--- src/rtl/dac_port_regs.sv ---
module dac_port_regs #(
  parameter int HI_W        = 4,
  parameter int SYNC_STAGES = 2
) (
  input  logic               clk,
  input  logic               rst_n,
  input  logic [7:0]         d_i,
  input  logic [1:0]         a_i,
  input  logic               cs_n_i,
  input  logic               wr_n_i,
  input  logic               le_n_i,
  input  logic               clr_n_i,
  input  logic               mode_i,
  output logic [8+HI_W-1:0]  out_a_o,
  output logic [8+HI_W-1:0]  out_b_o
);
  localparam int W     = 8 + HI_W;
  localparam int BUS_W = 8 + 2 + 4;
  localparam logic [W-1:0] BIP_ZERO = W'(1) << (W-1);

  logic [BUS_W-1:0] sh [SYNC_STAGES];
  logic [SYNC_STAGES-1:0] clr_sh;
  logic clr_raw_n, clr_q;

  assign clr_raw_n = rst_n & clr_n_i;

  always_ff @(posedge clk) begin
    sh[0] <= {mode_i, le_n_i, wr_n_i, cs_n_i, a_i, d_i};
    for (int i = 1; i < SYNC_STAGES; i++) sh[i] <= sh[i-1];
  end

  always_ff @(posedge clk or negedge clr_raw_n)
    if (!clr_raw_n) clr_sh <= '0;
    else            clr_sh <= {clr_sh[SYNC_STAGES-2:0], 1'b1};
  assign clr_q = clr_sh[SYNC_STAGES-1];

  logic [7:0] d_s;
  logic [1:0] a_s;
  logic cs_s, wr_s, le_s, mode_s, wr_act, le_act;
  assign {mode_s, le_s, wr_s, cs_s, a_s, d_s} = sh[SYNC_STAGES-1];
  assign wr_act = !cs_s && !wr_s;
  assign le_act = !cs_s && !le_s;

  logic [W-1:0] in_a, in_b, nx_a, nx_b;

  always_comb begin
    nx_a = in_a;
    nx_b = in_b;
    if (wr_act)
      case (a_s)
        2'd0: nx_a[7:0]   = d_s;
        2'd1: nx_a[W-1:8] = d_s[HI_W-1:0];
        2'd2: nx_b[7:0]   = d_s;
        default: nx_b[W-1:8] = d_s[HI_W-1:0];
      endcase
  end

  always_ff @(posedge clk or negedge clr_q)
    if (!clr_q) begin
      in_a <= '0;
      in_b <= '0;
    end else begin
      in_a <= nx_a;
      in_b <= nx_b;
    end

  always_ff @(posedge clk)
    if (!clr_q) begin
      out_a_o <= mode_s ? BIP_ZERO : '0;
      out_b_o <= mode_s ? BIP_ZERO : '0;
    end else if (le_act) begin
      out_a_o <= nx_a;
      out_b_o <= nx_b;
    end

  a_r5_update_on_latch: assert property (@(posedge clk) disable iff (!rst_n)
    (out_a_o != $past(out_a_o) || out_b_o != $past(out_b_o))
      |-> ($past(le_act) || !$past(clr_q)));

  a_r7_idle_no_change: assert property (@(posedge clk) disable iff (!clr_q)
    (cs_s || (wr_s && le_s)) |=> ($stable(in_a) && $stable(in_b)
                                  && $stable(out_a_o) && $stable(out_b_o)));

  a_r8_staging_zero: assert property (@(posedge clk) disable iff (!rst_n)
    !clr_q |=> (!clr_q -> (in_a == '0 && in_b == '0)));

  a_r9_clear_value: assert property (@(posedge clk) disable iff (!rst_n)
    !clr_q |=> (out_a_o == ($past(mode_s) ? BIP_ZERO : '0)) && (out_b_o == out_a_o));

  a_r4_write_only: assert property (@(posedge clk) disable iff (!rst_n)
    (in_a != $past(in_a) || in_b != $past(in_b))
      |-> ($past(wr_act) || !clr_q || !$past(clr_q)));
endmodule

--- config.mk ---
export PLATFORM = sky130hd
export DESIGN_NAME = dac_port_regs
export DESIGN_NICKNAME = d
export VERILOG_FILES = /design/src/rtl/dac_port_regs.sv
export SDC_FILE = /design/constraint.sdc
export NUM_CORES = 1
export LEC_CHECK = 0
export BUFFER_PORTS_ARGS = -buffer_cell sky130_fd_sc_hd__buf_2
export CAP_MARGIN = 25
export CORE_MARGIN = 1
export CORE_UTILIZATION = 40
export CTS_CLUSTER_DIAMETER = 30
export DETAILED_ROUTE_END_ITERATION = 10
export PLACE_DENSITY = 0.66
export SLEW_MARGIN = 20
export SYNTH_ARGS = -nofsm -noshare
export SYNTH_HDL_FRONTEND = slang
export SYNTH_SLANG_ARGS = --single-unit
--- constraint.sdc ---
create_clock -name clk -period 1.3 [get_ports clk]
set_input_delay 0.13 -clock clk [delete_from_list [all_inputs] [get_ports clk]]
set_output_delay 0.13 -clock clk [all_outputs]
set_load 0.005 [all_outputs]
# Word-level counts from Yosys, hierarchy flattened

Memory sizes are Yosys's and may differ from the RTL's.
Index checks and enable logic that the tools add are counted.

Flip-flop bits (word level): 50
RAM bits: 28
Bits of input ports: 17
Output and inout port bits: 24
Logic and storage cells: 28
Memories: 1

Eq/ne operators: 3
Mux-type cells: 11
Bitwise logic cells: 1
Reductions and logical operators: 7

Memory list:

| memory | depth | width | rd ports | clocked after Yosys merged registers in | wr ports | RTL line | text |
|---|---|---|---|---|---|---|---|
| sh     | 2     | 14    | 2        | 0                                       | 2        | 21       | `logic [BUS_W-1:0] sh [SYNC_STAGES];` |

Operator list:

| kind                                           | count |
|---|---|
| 2-to-1 mux 12 bit                              | 7 |
| 2-to-1 mux 8 bit                               | 2 |
| 2-to-1 mux 4 bit                               | 2 |
| logical NOT 1 bit                              | 3 |
| OR reduction 3 bit                             | 1 |
| == test 2 x 1 -> 1 bit (second input constant) | 1 |
| == test 2 bit (second input constant)          | 1 |
| logical AND 1 bit                              | 2 |
| logical NOT 2 bit                              | 1 |
| != test 2 x 1 -> 1 bit (second input constant) | 1 |
| bitwise AND 1 bit                              | 1 |

# Logic depth before layout (Yosys ltp)

Depth in word-level cells: 6
Mapped depth: 3
Depth with buffers taken out: 3

# Worst setup path before layout

No wires, ideal clock.

Path kind: register to register
Start: memory sh[0][24] in the netlist's numbering
End: register out_a_o[0], enable pin
Library setup time: 0.438 ns
Data arrival time: 2.145 ns
Data required time: 0.862 ns
Slack: -1.283 ns
Cell stages (with the launch flop): 2
Buffers on the path: 0
Clock period less this slack: 2.583 ns
Cells stage by stage: dfxtp_1 o21ai_0

RTL lines:

| item                   | RTL line | text |
|---|---|---|
| start: declaration     | 21       |  |
| end signal: assignment | 69       | `out_a_o <= mode_s ? BIP_ZERO : '0;` |
| end signal: assignment | 72       | `out_a_o <= nx_a;` |
| end: declaration       | 14       | `output logic [8+HI_W-1:0] out_a_o,` |

==> out/metrics.yaml <==
outcome:
  outcome: "finished, violations left"
  violations: "setup timing"
clock_tree:
  clockRootBuffer: "clkbuf_8"
  cts_tree: "yes"
  cts.sinks: 78
  clockBufferDepth: 2
  clkLatencyLatePin_ns: 0.34
  clkSlewWorstSetupHoldPaths_ns: 0.07
  htree_levels: 3
  cts_made_buffers: 9
setup_path:
  r2r_cells: 4
  arrival_ns: 1.70
  r2r_slack_ns: -0.30
  path_class: "reg2reg"
  endpoint_kind: "flip-flop"
  path_cells: "nor4b_4 -> buf_6 -> mux2_4 -> and2_4"
  worst-path-max-fanout: 5
  r2r_end: "out_b_o[1]"
  crit_path_top_delay_cell: "dfxtp_4"
  cp_data_required_time_ns: 1.39
  slowest_delay_ns: 0.36
  r2r_start: "sh[0][22]"
  critPathLaunchType: "flip-flop"
floorplanning:
  start_util_pct: 41.5
  die_w_um: 80.6
  fp.dieArea_sq_um: 6490
  die_h_um: 80.6
  core_area_sq_um: 5960
  row_count: 28
  io-pin-count: 41
routing:
  drt_iter0_drc: 104
  wl_per_cell_um: 14.8
  wl_met2_um: 2300
  vias: 1337
  via_per_inst: 4.40
  ant_nets: 0
  drt_wl_total_um: 4490
  wl_met3_um: 144
  firstDrtPassIters: 4
  wl_met1_um: 1950
  highest-signal-layer: "met4"
  drc: 0
timing:
  rsz0062_at_grt: "yes"
  slew_viol_final: 0
  final-hold-violation-count: 0
  skew_ns: 0.0100
  fin_crit_ns: 1.60
  finalWorstSetupSlack_ns: -0.304
  finalCritPeriodShare_pct: 123
  finalSetupViolations: 45
  max_freq_mhz: 623
  hold-worst-slack_ns: 0.106
grt:
  grt_first_pass_wirelength_um: 7260
  grt_pass1_vias: 1465
  overflow: 0
  grt_max_degree: 25
  grt_usage_pct: 15.9
  antenna_found_initial: 0
synth:
  ys_types: 12
  yosys_warnings: 0
  synth_fp_nets: 152
  ys_ff_latch: 78
  yosysSeqAreaShare_pct: 78.2
  netlist_instances: 135
  syn_area_sq_um: 2470
  avgSynthCellArea_sq_um: 18.3
placement:
  dp_cells: 257
  io_buffer_count: 40
  dpl_cell_area_sq_um: 2870
  place.gp.congestion: 0.715
  dp_hpwl_um: 2630
power:
  peakVddDrop_uv: 610
  power.density_nw_per_um2: 1540
  switching_share_pct: 21.7
  pwr-share-clk_pct: 27.9
  seq_power_share_pct: 55.2
  leakage_nw: 1.57
  internal-power_mw: 4.22
  power.switching_mw: 1.17
  comb_power_share_pct: 16.9
final_layout:
  final_cell_count_no_fill: 304
  final_net_count: 241
  final_area_sq_um: 3510
  post-route-util_pct: 58.9
  final_layout_size_suffix_gt1_share_pct: 57.2
  antenna_cells: 0
  area_growth_pct: 41.9
run:
  max_cap_violations: 0
hold_path:
  hold_class: "reg2async"
## stage by stage
stage                     power, mW  setup slack [ns]  TNS [ns]
after detailed placement       3.52            -0.377     -7.80
after floorplan                3.29            -0.310    -12.95
after global routing           5.65            -0.338     -9.98
final                          5.39            -0.304     -8.21
after global placement         3.48            -0.317     -6.45
after CTS                      5.34            -0.313     -7.80
## critical path: cells and delay by family (launching register included)
kind          cells  cell delay [ns]
buf+inv           1             0.19
mux               1             0.31
flops             1             0.36
simple gates      2             0.50
## cells in the final DEF (no fill, tap or decap), drive strengths merged
| cell | instances |
|---|---|
| mux2 | 26 |
| buf | 64 |
| clkbuf | 14 |
| nor4 | 1 |
| clkinv | 2 |
| nor4b | 2 |
| and4bb | 1 |
| dfrtp | 26 |
| dlygate4sd3 | 16 |
| and2 | 23 |
| dfxtp | 28 |
| o21ai | 1 |
| edfxtp | 24 |
| conb | 1 |
## worst max path at each step
stage / end / slack [ns] / cells past startpoint / from
6_report: out_b_o[1] / -0.30 / 4 / sh[0][22]
4_1_cts: out_b_o[1] / -0.31 / 4 / sh[0][24]
3_3_place_gp: out_b_o[1] / -0.32 / 4 / sh[0][24]
3_5_place_dp: out_b_o[1] / -0.38 / 4 / sh[0][24]
5_1_grt: out_b_o[11] / -0.34 / 3 / sh[0][24]
2_1_floorplan: out_b_o[1] / -0.31 / 3 / sh[0][24]
## power groups by stage
stage               logic, mW  registers [mW]  clock network [mW]
global route            0.982            3.01                1.66
floorplan               0.283            3.01                   0
detailed placement      0.506            3.02                   0
finish                  0.910            2.98                1.50
global placement        0.479            3.00                   0
CTS                     0.823            2.97                1.54
## flip-flops by register name, indices dropped and copies added, names as in the netlist
signal	cells
clr_sh	2
in_a	12
in_b	12
out_a_o	12
out_b_o	12
sh	28
## kinds of logic after synthesis
kind of cell | share of synthesized area, %
muxes | 12.0
and+or+nand+nor | 9.12
buffers and inverters | 0.304
AOI/OAI and AO/OA | 0.202
DFF | 78.2
other | 0.152
## synthesized netlist by cell type
cell type | count | area (sq um)
and4bb_1 | 1 | 12.5
dfxtp_1 | 28 | 561
nor4_4 | 1 | 21.3
o21ai_0 | 1 | 5.00
mux2_2 | 25 | 282
and2_1 | 23 | 144
dfrtp_1 | 26 | 651
clkbuf_1 | 2 | 7.51
mux2_4 | 1 | 15.0
edfxtp_1 | 24 | 721
nor4b_4 | 2 | 47.6
conb_1 | 1 | 3.75
## layer usage
layer  GRT usage [%]  vias to the layer above
met2            26.4                       28
met4            9.11                        0
li1                -                      646
met1            18.2                      656
met5               0                        -
met3            4.77                        7
## repair_timing
action,in CTS,in global routing
buffers inserted,10,10
pin swaps,11,2
hold buffers,16,0
resized for setup,51,13
setup endpoints to repair,40,46
endpoints found under the hold margin,16,0
## area by class of cell
type / instances / area (sq um)
flip-flops and latches: 78 / 1950
repair buffers: 80 / 623
clock inverters: 2 / 8.76
clock buffers: 14 / 153
fillers: 468 / 2450
multi-input cells: 55 / 682
well taps: 75 / 93.8
Power figures use the tool's default switching activity.
